===== config.mk =====
export PLATFORM = sky130hd
export DESIGN_NAME = wpl_lock_ctrl
export DESIGN_NICKNAME = d
export VERILOG_FILES = /design/src/rtl/wpl_pkg.sv /design/src/rtl/wpl_ctrl.sv /design/src/rtl/wpl_table.sv /design/src/rtl/wpl_lock_ctrl.sv
export SDC_FILE = /design/constraint.sdc
export NUM_CORES = 1
export LEC_CHECK = 0
export BUFFER_PORTS_ARGS = -buffer_cell sky130_fd_sc_hd__buf_2
export CORE_MARGIN = 10
export CORE_UTILIZATION = 28
export CTS_CLUSTER_DIAMETER = 60
export CTS_CLUSTER_SIZE = 40
export DETAILED_ROUTE_END_ITERATION = 16
export GPL_ROUTABILITY_DRIVEN = 0
export GPL_TIMING_DRIVEN = 0
export SLEW_MARGIN = 0
export SYNTH_ARGS = -nofsm -noshare
export SYNTH_HDL_FRONTEND = slang
export SYNTH_HIERARCHICAL = 1
export SYNTH_SLANG_ARGS = --single-unit

===== constraint.sdc =====
create_clock -name clk -period 8.4 [get_ports clk]
set_input_delay 0.42 -clock clk [delete_from_list [all_inputs] [get_ports clk]]
set_output_delay 0.42 -clock clk [all_outputs]
set_load 0.02 [all_outputs]

===== src/rtl/wpl_pkg.sv =====
package wpl_pkg;

  // one-hot block protection states
  localparam logic [2:0] ST_TIGHT  = 3'b001;
  localparam logic [2:0] ST_LOCKED = 3'b010;
  localparam logic [2:0] ST_OPEN   = 3'b100;

  // accepted opcodes
  localparam logic [7:0] OPC_UNLOCK     = 8'h23;
  localparam logic [7:0] OPC_UNLOCK_ALL = 8'h27;
  localparam logic [7:0] OPC_LOCK       = 8'h2A;
  localparam logic [7:0] OPC_TIGHT      = 8'h2C;

  typedef enum logic [1:0] {
    OP_OPEN  = 2'd0,
    OP_LOCK  = 2'd1,
    OP_TIGHT = 2'd2
  } sweep_op_e;

  // strobes from control to datapath
  typedef struct packed {
    logic      act;     // visit the current index this cycle
    logic      clrErr;  // a new command was accepted
    sweep_op_e op;
  } sweep_strb_t;

endpackage


===== src/rtl/wpl_ctrl.sv =====
module wpl_ctrl
  import wpl_pkg::*;
#(
  parameter int NUM_BLOCKS = 48,
  parameter int IDX_W      = 6
) (
  input  logic             clk,
  input  logic             rstN,
  input  logic             warmRst,
  input  logic             startWe,
  input  logic             endWe,
  input  logic [15:0]      regData,
  input  logic             cmdValid,
  input  logic [7:0]       cmdCode,
  input  logic             stopNow,
  output sweep_strb_t      strb,
  output logic [IDX_W-1:0] idx,
  output logic             busy,
  output logic             done
);

  localparam logic [IDX_W-1:0] LAST_BLK = IDX_W'(NUM_BLOCKS - 1);

  typedef enum logic {S_IDLE, S_SWEEP} ctrl_state_e;

  ctrl_state_e      state;
  logic [IDX_W-1:0] startReg, endReg, lastIdx;
  sweep_op_e        opReg;

  logic      known, isAll, accept, empty;
  sweep_op_e opDec;

  always_comb begin
    known = 1'b1;
    isAll = 1'b0;
    opDec = OP_OPEN;
    unique case (cmdCode)
      OPC_UNLOCK:     opDec = OP_OPEN;
      OPC_UNLOCK_ALL: begin opDec = OP_OPEN; isAll = 1'b1; end
      OPC_LOCK:       opDec = OP_LOCK;
      OPC_TIGHT:      opDec = OP_TIGHT;
      default:        known = 1'b0;
    endcase
  end

  assign busy   = (state == S_SWEEP);
  assign accept = cmdValid && known && !busy;
  assign empty  = !isAll && (startReg > endReg);

  always_comb begin
    strb.act    = busy;
    strb.clrErr = accept;
    strb.op     = opReg;
  end

  // range registers
  always_ff @(posedge clk or negedge rstN) begin
    if (!rstN) begin
      startReg <= '0;
      endReg   <= '0;
    end else if (warmRst) begin
      startReg <= '0;
      endReg   <= '0;
    end else begin
      if (startWe) begin
        startReg <= regData[IDX_W-1:0];
        endReg   <= regData[IDX_W-1:0];
      end
      if (endWe) endReg <= regData[IDX_W-1:0];
    end
  end

  // sweep sequencer
  always_ff @(posedge clk or negedge rstN) begin
    if (!rstN) begin
      state   <= S_IDLE;
      idx     <= '0;
      lastIdx <= '0;
      opReg   <= OP_OPEN;
      done    <= 1'b0;
    end else if (warmRst) begin
      state <= S_IDLE;
      done  <= 1'b0;
    end else begin
      done <= 1'b0;
      if (accept) begin
        opReg   <= opDec;
        idx     <= isAll ? '0 : startReg;
        lastIdx <= isAll ? LAST_BLK : endReg;
        if (empty) done  <= 1'b1;
        else       state <= S_SWEEP;
      end else if (busy) begin
        if (stopNow || idx == lastIdx) begin
          state <= S_IDLE;
          done  <= 1'b1;
        end else begin
          idx <= idx + 1'b1;
        end
      end
    end
  end


  done_pulse_chk: assert property (@(posedge clk) disable iff (!rstN)
    done |=> !done);

  done_idle_chk: assert property (@(posedge clk) disable iff (!rstN)
    done |-> !busy);

  sweep_end_chk: assert property (@(posedge clk) disable iff (!rstN)
    (busy && idx == lastIdx) |=> !busy);

  busy_cmd_ignored_chk: assert property (@(posedge clk) disable iff (!rstN)
    (busy && cmdValid && !warmRst) |=> (busy || done) && opReg == $past(opReg));

endmodule


===== src/rtl/wpl_table.sv =====
module wpl_table
  import wpl_pkg::*;
#(
  parameter int NUM_BLOCKS = 48,
  parameter int IDX_W      = 6
) (
  input  logic             clk,
  input  logic             rstN,
  input  logic             warmRst,
  input  sweep_strb_t      strb,
  input  logic [IDX_W-1:0] idx,
  input  logic [IDX_W-1:0] qryIdx,
  output logic             stopNow,
  output logic [2:0]       wpStatus,
  output logic             cmdErr,
  output logic [2:0]       qryState
);

  localparam logic [IDX_W:0] NB_W = (IDX_W+1)'(NUM_BLOCKS);

  logic [2:0] tbl [NUM_BLOCKS];
  logic [2:0] curState, newState;
  logic       inRange, abortTight, skipOpen, writeEn;

  assign inRange = {1'b0, idx} < NB_W;

  // read mux for the sweep index
  always_comb begin
    curState = ST_LOCKED;
    for (int b = 0; b < NUM_BLOCKS; b++)
      if (idx == IDX_W'(b)) curState = tbl[b];
  end

  // read mux for the query port; out-of-range reads as locked
  always_comb begin
    qryState = ST_LOCKED;
    for (int b = 0; b < NUM_BLOCKS; b++)
      if (qryIdx == IDX_W'(b)) qryState = tbl[b];
  end

  always_comb begin
    unique case (strb.op)
      OP_LOCK:  newState = ST_LOCKED;
      OP_TIGHT: newState = ST_TIGHT;
      default:  newState = ST_OPEN;
    endcase
  end

  assign abortTight = (strb.op != OP_TIGHT) && (curState == ST_TIGHT);
  assign skipOpen   = (strb.op == OP_TIGHT) && (curState == ST_OPEN);
  assign stopNow    = strb.act && (!inRange || abortTight);
  assign writeEn    = strb.act && inRange && !abortTight && !skipOpen;

  // the table survives a warm reset
  always_ff @(posedge clk or negedge rstN) begin
    if (!rstN) begin
      for (int b = 0; b < NUM_BLOCKS; b++) tbl[b] <= ST_LOCKED;
    end else if (writeEn && !warmRst) begin
      for (int b = 0; b < NUM_BLOCKS; b++)
        if (idx == IDX_W'(b)) tbl[b] <= newState;
    end
  end

  always_ff @(posedge clk or negedge rstN) begin
    if (!rstN) begin
      wpStatus <= ST_LOCKED;
      cmdErr   <= 1'b0;
    end else if (warmRst) begin
      wpStatus <= ST_LOCKED;
      cmdErr   <= 1'b0;
    end else begin
      if (strb.clrErr)                 cmdErr <= 1'b0;
      else if (strb.act && !inRange)   cmdErr <= 1'b1;
      if (writeEn) wpStatus <= newState;
    end
  end


  status_onehot_chk: assert property (@(posedge clk) disable iff (!rstN)
    $onehot(wpStatus));

  tight_sticky_chk: assert property (@(posedge clk) disable iff (!rstN)
    ($past(qryState) == ST_TIGHT && qryIdx == $past(qryIdx)) |-> qryState == ST_TIGHT);

  range_err_chk: assert property (@(posedge clk) disable iff (!rstN)
    (strb.act && !inRange && !warmRst) |=> cmdErr);

  err_source_chk: assert property (@(posedge clk) disable iff (!rstN)
    $rose(cmdErr) |-> $past(strb.act));

endmodule


===== src/rtl/wpl_lock_ctrl.sv =====
module wpl_lock_ctrl
  import wpl_pkg::*;
#(
  parameter  int NUM_BLOCKS = 48,
  localparam int IDX_W      = (NUM_BLOCKS > 1) ? $clog2(NUM_BLOCKS) : 1
) (
  input  logic             clk,
  input  logic             rstN,
  input  logic             warmRst,
  input  logic             startWe,
  input  logic             endWe,
  input  logic [15:0]      regData,
  input  logic             cmdValid,
  input  logic [7:0]       cmdCode,
  output logic             busy,
  output logic             done,
  output logic [2:0]       wpStatus,
  output logic             cmdErr,
  input  logic [IDX_W-1:0] qryIdx,
  output logic [2:0]       qryState,
  output logic             qryWritable
);

  sweep_strb_t      strb;
  logic [IDX_W-1:0] idx;
  logic             stopNow;

  wpl_ctrl #(.NUM_BLOCKS(NUM_BLOCKS), .IDX_W(IDX_W)) u_ctrl (
    .clk(clk), .rstN(rstN), .warmRst(warmRst),
    .startWe(startWe), .endWe(endWe), .regData(regData),
    .cmdValid(cmdValid), .cmdCode(cmdCode), .stopNow(stopNow),
    .strb(strb), .idx(idx), .busy(busy), .done(done)
  );

  wpl_table #(.NUM_BLOCKS(NUM_BLOCKS), .IDX_W(IDX_W)) u_table (
    .clk(clk), .rstN(rstN), .warmRst(warmRst),
    .strb(strb), .idx(idx), .qryIdx(qryIdx),
    .stopNow(stopNow), .wpStatus(wpStatus), .cmdErr(cmdErr),
    .qryState(qryState)
  );

  assign qryWritable = (qryState == ST_OPEN);


  writable_chk: assert property (@(posedge clk) disable iff (!rstN)
    qryWritable |-> $onehot(qryState) && qryState[2]);

endmodule


==> results.py, run 1 <==
metrics = {
    "status": {
        "outcome": "finished, final reports clean",
    },
    "placed_design": {
        "io_buffer_count": 34,
        "placedCellCount": 1758,
        "post_dp_cell_area_um2": 12670,
        "place_ws_ps": 3358,
        "dp_hpwl_um": 32500,
    },
    "worst_setup_path": {
        "path_cells": "buf_2, buf_2, buf_2, clkbuf_1, a21oi_1, o311ai_0, a211oi_1, or3_1, a21boi_0, nor2b_1, o21ai_1, a21oi_1, o22a_1",
        "crit_top_cell": "buf_2",
        "path_delay_family": "compound AO/OA/AOI/OAI gates",
        "max_stage_delay_ps": 800,
        "slowest_stage": "o311ai_0",
        "critPathArrivalTime_ps": 5680,
        "startpoint_type": "flop",
        "crit_buf_inv": 4,
        "cp_max_fo": 10,
        "critPathRequiredTime_ps": 8740,
        "path_class": "reg2reg",
        "endpoint_kind": "flop",
    },
    "cts": {
        "root_buffer": "clkbuf_16",
        "cts_sinks": 176,
        "cts_buffer_depth": 2,
        "htreeDepth": 4,
        "clk_pin_slew_ps": 70,
        "clock_latency_ps": 460,
        "cts_tree": "built",
        "cts_buffers": 17,
    },
    "sta": {
        "tightest_slew_ps": 1249,
        "hold_viol": 0,
        "relSlewSlack_pct": 16.50,
        "maxClockFrequency_mhz": 187.2,
        "setup_tns_ps": 0,
        "timing.final.crit_share_pct": 63.59,
        "rsz0062_at_grt": "false",
        "layout_setup_ws_ps": 3059,
        "fin_skew_ps": 22.09,
        "period_needed_ps": 5341,
        "setup_viol": 0,
        "slew_violations": 0,
    },
    "global_routing": {
        "grt_pass1_vias": 10530,
        "grt_usage_pct": 17.27,
        "antenna_found_initial": 2,
        "grt_pass1_wl_um": 66440,
        "grt_max_degree": 97,
        "grt_overflow": 0,
    },
    "logic_synthesis": {
        "yosysUniqueCellTypes": 92,
        "seq_area_frac_synth_pct": 37.87,
        "synthCells": 1184,
        "ys.flop_type": "dfrtp_1",
        "synth_area_leaders": "dfrtp_1 27%, dfstp_2 11%, mux2_2 8.5%, mux2_1 5.5%, nand2_1 3.3%",
        "synth_top_area_share_pct": 26.95,
        "synth_area_leader_cell": "dfrtp_1",
        "post_synth.cell_area_avg_um2": 9.960,
        "syn_area_um2": 11790,
        "synthesis.nets": 1229,
        "ys_warn_count": 6,
        "synth_edf_count": 0,
        "async_flop_share_pct": 100.0,
        "ys_ff_latch": 176,
    },
    "floorplanning": {
        "die_w_um": 225.2,
        "die_h_um": 225.2,
        "rows": 75,
        "coreArea_um2": 41760,
        "dieArea_um2": 50720,
        "start_util_pct": 28.24,
        "ios": 46,
    },
    "power_and_ir_drop": {
        "comb_power_share_pct": 21.6,
        "p_int_mw": 1.444,
        "power.density_nw_per_um2": 162.9,
        "p_seq_share_pct": 41.1,
        "p_clk_share_pct": 37.3,
        "p_sw_mw": 0.7193,
        "ir_worst_vdd_mv": 0.1422,
        "leakage_nw": 5.455,
        "p_sw_share_pct": 33.25,
    },
    "layout": {
        "antenna_cells": 0,
        "fin_area_um2": 13280,
        "syn_to_final_growth_pct": 12.60,
        "drive_above_1_share_pct": 24.84,
        "final_cells": 1791,
        "fin_util_pct": 31.80,
        "finish.net_count": 1284,
    },
    "detailed_routing": {
        "final_antenna_net_count": 0,
        "vias_per_cell": 6.006,
        "drt_iter0_markers": 1769,
        "drc": 0,
        "wl_per_cell_um": 24.93,
        "routed_wl_um": 44660,
        "first_pass_iters": 10,
        "vias": 10760,
    },
    "flow_run": {
        "max_cap_violations": 0,
    },
    "min_path": {
        "hp-class": "in2reg",
    },
}
-- tightest hold or removal path: cells and delay by family --
| kind | cells | cell delay [ps] |
|---|---|---|
| buffers and inverters | 1 | 80 |
| and+or+nand+nor | 1 | 80 |
| muxes | 1 | 60 |
-- layout by cell type, fill, tap and decap left out, drive strengths merged, types with 7 or more instances in the layout --
cell type  instances
a21oi             53
a211oi            16
o211ai            11
nor2              83
mux2             162
a31oi             13
nand2            104
or3               23
nor3              29
mux2i             28
buf               78
o22ai             30
clkbuf            66
ha                 9
nor4              23
dfstp             49
o31ai              7
o21a               7
o21ai             56
nor2b             21
nand2b            14
dfrtp            127
a221oi             9
a22oi             12
a32oi             12
nand4              8
nand3             33
nor4b              7
inv               28
-- power by group through the flow --
stage / Sequential, mW / Clock (mW) / Combinational [mW]
after CTS: 0.888 / 0.828 / 0.439
after global routing: 0.891 / 0.862 / 0.478
after detailed placement: 0.903 / 0 / 0.436
after global placement: 0.902 / 0 / 0.435
final: 0.889 / 0.806 / 0.468
after floorplan: 0.894 / 0 / 0.269
-- cell families (layout without fill, tap and decap cells) --
family	count (synthesis)	after routing	synth area share (%)
DFF	176	176	37.87
buffers and inverters	115	183	4.637
muxes	193	193	18.90
xor gates and xnor gates	6	6	0.4456
and+or+nand+nor	386	386	19.51
adders and majority gates	9	9	0.9549
AOI/OAI and AO/OA	299	299	17.69
-- sequential cells by signal (all words and copies together) (netlist names) --
signal and cells:
u_ctrl/busy 1, u_ctrl/done 1, u_ctrl/endReg 6, u_ctrl/idx 6
u_ctrl/lastIdx 6, u_ctrl/opReg 2, u_ctrl/startReg 6, u_table/cmdErr 1
u_table/tbl 144, u_table/wpStatus 3
-- layer usage --
layer / GRT usage [%] / share of wire (%) / vias up
li1: - / - / 4600
met1: 22.36 / 41 / 5169
met5: 0 / 0.052 / -
met3: 6.246 / 12 / 184
met4: 8.671 / 5.1 / 4
met2: 24.80 / 41 / 799
-- final cells by class --
type,count,area [um^2]
well taps,539,674.4
clock inverters,14,155.1
plain buffers,91,456.7
fillers,4321,28480
clock buffers,18,439.2
multi-input cells,893,6780
inverters,24,90.09
flip-flops and latches,176,4466
repair buffers,36,217.7
-- path summary, 6_finish.rpt --
| check | cells after the start | end | from | slack, ps |
|---|---|---|---|---|
| max reg2reg | 13 | u_ctrl/idx[0] | u_ctrl/idx[1] | 3060 |
| min in group asynchronous | 2 | u_table/tbl[50] | rstN | 520 |
| max in group asynchronous | 3 | u_table/tbl[112] | rstN | 6970 |
| max | 13 | u_ctrl/idx[0] | u_ctrl/idx[1] | 3060 |
| min | 3 | u_ctrl/startReg[2] | regData[2] | 230 |
| min reg2reg | 2 | u_table/wpStatus[1] | u_table/wpStatus[1] | 490 |
-- cells in the mapped netlist, types with 7 or more instances --
library cell / instances
o22ai_1: 30
nor4_2: 8
mux2_4: 15
o31ai_1: 7
a221oi_1: 9
buf_2: 22
nand2b_1: 14
nand2_1: 103
mux2_1: 58
nor3_2: 8
o21a_1: 7
ha_1: 9
a32oi_1: 12
nor3_1: 21
nor2b_1: 20
nand3_1: 32
a22oi_1: 12
buf_1: 7
o21ai_0: 53
dfstp_2: 49
clkbuf_1: 48
a31oi_1: 13
mux2i_1: 28
or3_1: 23
nor2_1: 82
a21oi_1: 53
o211ai_1: 10
a211oi_1: 15
dfrtp_1: 127
inv_1: 23
nand4_1: 8
mux2_2: 89
nor4_4: 9
buf_4: 7
-- metrics by stage --
step                      hold slack (ps)  total power [mW]
after floorplan                     124.4             1.162
after global placement              476.5             1.338
after detailed placement            447.4             1.339
after CTS                           203.7             2.155
after global routing                240.4             2.231
final                               226.0             2.163
-- repair_timing --
action / in CTS / in global routing
resized for setup: 0 / 0
hold buffers: 1 / 0
hold endpoints to repair: 53 / 0
setup buffers: 0 / 0
No activity file was read; power rests on OpenSTA's default activity.
==> run 2: changes to the inputs <==
- clock period: 8.4 -> 4.8 ns (I/O delays scaled with it)
==> results.py, run 2 (same netlist as run 1, synthesis figures left out) <==
metrics = {
    "status": {
        "outcome": "finished, final reports clean",
    },
    "worst_setup_path": {
        "r2r_cells": 14,
        "r2r-end": "u_ctrl/idx[0]",
        "startpoint": "qryIdx[1]",
        "cp_max_fo": 10,
        "regToRegStartpoint": "u_ctrl/idx[2]",
        "endpoint_kind": "output pin",
        "path_class": "in2out",
        "critPathCapture": "qryWritable",
        "critPathRequiredTime_ps": 4560,
        "startpoint_type": "primary input",
        "r2r_slack_ps": 110,
        "critPathArrivalTime_ps": 4450,
    },
    "detailed_routing": {
        "vias_per_cell": 6.016,
        "wl_per_cell_um": 24.86,
        "final_antenna_net_count": 0,
        "drc": 0,
        "vias": 10780,
        "first_pass_iters": 7,
        "routed_wl_um": 44520,
        "drt_iter0_markers": 1871,
    },
    "sta": {
        "setup_tns_ps": 0,
        "hold_viol": 0,
        "period_needed_ps": 4690,
        "fin_skew_ps": 22.00,
        "setup_viol": 0,
        "tightest_slew_ps": 1114,
        "rsz0062_at_grt": "false",
        "whs_ps": 42.92,
        "relSlewSlack_pct": 25.51,
        "timing.final.crit_share_pct": 97.71,
        "maxClockFrequency_mhz": 213.2,
        "slew_violations": 0,
    },
    "placed_design": {
        "post_dp_cell_area_um2": 12670,
        "io_buffer_count": 34,
        "dp_hpwl_um": 32500,
        "placedCellCount": 1758,
    },
    "cts": {
        "cts_buffers": 17,
        "cts_tree": "built",
        "cts_buffer_depth": 2,
        "cts_sinks": 176,
        "cts_setup_buffers": 0,
        "htreeDepth": 4,
        "clk_pin_slew_ps": 70,
        "root_buffer": "clkbuf_16",
        "clock_latency_ps": 460,
    },
    "floorplanning": {
        "coreArea_um2": 41760,
        "die_w_um": 225.2,
        "ios": 46,
        "dieArea_um2": 50720,
        "die_h_um": 225.2,
        "start_util_pct": 28.24,
        "rows": 75,
    },
    "layout": {
        "largest_reg_flops": 144,
        "fin_util_pct": 31.84,
        "mostFrequentLayoutCells": "127 x dfrtp_1, 102 x nand2_1, 89 x mux2_2",
        "final_cells": 1791,
        "fin_area_um2": 13300,
        "drive_above_1_share_pct": 25.42,
        "finish.net_count": 1283,
        "regMostFlops": "u_table/tbl",
        "layout_commonest_cell": "dfrtp_1",
        "syn_to_final_growth_pct": 12.76,
    },
    "global_routing": {
        "grt_max_degree": 97,
        "antenna_found_initial": 2,
        "grt_overflow": 0,
        "grt_pass1_vias": 10530,
        "grt_usage_pct": 17.26,
        "grt_pass1_wl_um": 66430,
    },
    "power_and_ir_drop": {
        "ir_worst_vdd_mv": 0.2506,
        "leakage_nw": 5.470,
        "power.density_nw_per_um2": 284.6,
    },
    "flow_run": {
        "max_cap_violations": 0,
    },
    "min_path": {
        "hp-class": "in2reg",
    },
}
-- run 2: final cells by class --
cell class | count | area [um^2]
fill | 4319 | 28460
multi-input combinational | 893 | 6793
sequential | 176 | 4466
tap | 539 | 674.4
buffer | 90 | 460.4
clock buffer | 18 | 439.2
timing repair buffer | 36 | 217.7
clock inverter | 14 | 155.1
inverter | 24 | 90.09
antenna | 1 | 2.502
-- run 2: how the worst min path moves through the flow --
stage,cells after the start,from,end,slack (ps)
floorplan,0,rstN,u_ctrl/busy,-60
CTS,3,regData[2],u_ctrl/startReg[2],20
finish,3,regData[2],u_ctrl/startReg[2],40
global route,3,regData[5],u_ctrl/startReg[5],60
global placement,2,u_table/wpStatus[1],u_table/wpStatus[1],480
detailed placement,1,rstN,u_table/tbl[42],270
-- run 2: repair_timing --
action,in CTS,in global routing
endpoints found under the setup margin,6,115
pin swaps,0,0
hold endpoints to repair,53,0
resized for setup,2,10
hold buffers,1,0
-- run 2: where the power goes --
group | internal (mW) | leakage, nW | switching (mW) | total (mW)
sequential | 1.51 | 2.25 | 0.0434 | 1.56
combinational | 0.231 | 2.93 | 0.590 | 0.821
clock | 0.786 | 0.288 | 0.622 | 1.41
-- run 2: per-layer routing --
metal	GRT usage (%)	share of wire, %
met5	0	0
met4	8.693	5.7
met3	6.272	13
met2	24.78	41
met1	22.33	40
-- run 2: metrics by stage --
| stage | setup slack (ps) | power, mW |
|---|---|---|
| floorplan | 1202 | 2.034 |
| global placement | -261.8 | 2.341 |
| detailed placement | -242.0 | 2.344 |
| CTS | 4.163 | 3.771 |
| global route | 29.22 | 3.908 |
| finish | 109.9 | 3.785 |
-- run 2: worst max-delay path, cell delays in order --
cell,delay [ps]
clkbuf_1,340
clkbuf_1,450
clkbuf_1,540
clkbuf_1,640
clkbuf_2,470
buf_1,580
a211oi_1,160
a211oi_1,260
mux2i_1,150
o211ai_1,340
nor3b_2,80
buf_2,170
==> run 3: changes to the inputs <==
- CELL_PAD_IN_SITES_DETAIL_PLACEMENT: default -> 1
- CELL_PAD_IN_SITES_GLOBAL_PLACEMENT: default -> 1
- PLACE_DENSITY_LB_ADDON: default -> 0.1
==> results.py, run 3 (same netlist as run 1, synthesis figures left out) <==
metrics = {
    "cts": {
        "clk_pin_slew_ps": 80,
        "cts_tree": "built",
        "htreeDepth": 4,
        "root_buffer": "clkbuf_16",
        "cts_buffers": 17,
        "clock_latency_ps": 490,
        "cts_sinks": 176,
        "cts_buffer_depth": 2,
    },
    "flow_run": {
        "max_cap_violations": 0,
    },
    "floorplanning": {
        "die_h_um": 225.2,
        "coreArea_um2": 41760,
        "die_w_um": 225.2,
        "rows": 75,
        "dieArea_um2": 50720,
        "start_util_pct": 28.24,
        "ios": 46,
    },
    "layout": {
        "regArea_um2": 4467,
        "largest_reg_flops": 144,
        "layout_commonest_cell": "dfrtp_1",
        "fin_area_um2": 13450,
        "finish.net_count": 1288,
        "multiInputGateArea_um2": 6828,
        "regMostFlops": "u_table/tbl",
        "fillers": 4733,
        "syn_to_final_growth_pct": 14.02,
        "mostFrequentLayoutCells": "126 x dfrtp_1, 102 x nand2_1, 89 x mux2_2",
        "drive_above_1_share_pct": 25.88,
    },
    "worst_setup_path": {
        "regToRegStartpoint": "u_ctrl/idx[1]",
        "endpoint_kind": "flop",
        "cp_max_fo": 10,
        "critPathCapture": "u_table/tbl[131]",
        "r2r-end": "u_table/tbl[131]",
        "r2r_slack_ps": 90,
        "r2r_cells": 14,
        "critPathRequiredTime_ps": 5180,
        "startpoint": "u_ctrl/idx[1]",
        "path_class": "reg2reg",
        "startpoint_type": "flop",
        "critPathArrivalTime_ps": 5080,
    },
    "placed_design": {
        "post_dp_cell_area_um2": 12670,
        "io_buffer_count": 34,
        "dp_hpwl_um": 41090,
    },
    "sta": {
        "fin_skew_ps": 18.21,
        "relSlewSlack_pct": 24.60,
        "maxClockFrequency_mhz": 212.5,
        "timing.final.crit_share_pct": 98.05,
        "slew_violations": 0,
        "tightest_slew_ps": 1131,
        "period_needed_ps": 4706,
        "hold_viol": 0,
        "rsz0062_at_grt": "false",
        "setup_viol": 0,
    },
    "power_and_ir_drop": {
        "leakage_nw": 5.539,
        "ir_worst_vdd_mv": 0.1598,
        "power.density_nw_per_um2": 296.1,
        "total_power_mw": 3.981,
    },
    "detailed_routing": {
        "final_antenna_net_count": 0,
        "vias": 10560,
        "drc": 0,
        "wl_per_cell_um": 30.82,
        "first_pass_iters": 5,
        "vias_per_cell": 5.880,
        "routed_wl_um": 55350,
        "drt_iter0_markers": 1083,
    },
    "global_routing": {
        "grt_pass1_wl_um": 80800,
        "grt_usage_pct": 22.21,
        "grt_max_degree": 103,
        "grt_overflow": 0,
        "antenna_found_initial": 0,
        "grt_pass1_vias": 10960,
    },
    "min_path": {
        "hp-class": "in2reg",
        "min_path_cells": 4,
    },
    "status": {
        "outcome": "finished, final reports clean",
    },
}
==> run 3: cell count changes in the layout (fill, tap and decap cells not counted), sizes merged <==
cell	change
dlygate4sd3	+6
clkbuf	+1
clkdlybuf4s15	+2
clkinv	-3
buf	-2
bufinv	+1
==> run 3: worst min-delay path by stage <==
stage | slack [ps] | startpoint | end
2_1_floorplan | -60 | rstN | u_ctrl/busy
3_3_place_gp | 480 | u_table/wpStatus[1] | u_table/wpStatus[1]
3_5_place_dp | 260 | rstN | u_table/tbl[113]
4_1_cts | 50 | cmdCode[6] | u_ctrl/opReg[1]
5_1_grt | 90 | cmdCode[6] | u_ctrl/opReg[1]
6_report | 90 | cmdCode[6] | u_ctrl/opReg[1]
==> run 3: routing by layer <==
layer	track usage (%)	vias up	part of all wire, %
li1	-	4602	-
met2	34.95	367	46
met1	29.33	5485	45
met5	0	-	0
met4	9.346	0	3.6
met3	4.112	107	5.8
==> run 3: repair_timing <==
action                                  in CTS  in global routing
hold buffers                                 7                  0
endpoints found under the setup margin     158                 85
gates resized for setup                     18                  8
setup buffers                                0                  0
endpoints found under the hold margin       62                  0
==> run 3: power breakdown <==
part	switching [mW]	internal (mW)	total [mW]
combinational	0.669	0.239	0.907
sequential	0.0431	1.51	1.56
clock	0.661	0.857	1.52
==> run 3: layout make-up <==
type | count | area share, %
antenna | 1 | 0.01861
buffer | 89 | 3.555
timing repair buffer | 42 | 2.066
tap | 539 | 5.016
inverter | 24 | 0.6700
clock buffer | 20 | 3.397
multi-input combinational | 893 | 50.78
clock inverter | 12 | 1.275
sequential | 176 | 33.22
==> run 3: worst max-delay path, stage by stage (launching register included) <==
cell and delay, ps:
dfrtp_1 510, buf_2 330, buf_2 430, buf_2 420, clkbuf_4 400, o32ai_1 150, o21a_1 230, o21ai_1 250
a21oi_1 190, a2111oi_2 410, a211oi_2 130, buf_6 210, buf_12 190, nor3_2 370, mux2_1 360
==> run 3: per-stage QoR <==
stage	setup TNS, ps	cells	hold slack [ps]	worst slack (ps)	utilization, %
after floorplan	0	1184	-55.59	1202	-
after global placement	-49550	1757	477.7	-836.9	30.26
after detailed placement	-39770	1758	260.8	-864.5	30.35
after CTS	0	1796	47.81	4.278	32.13
after global routing	0	1795	89.88	21.08	32.19
final	0	1796	89.47	93.57	32.20
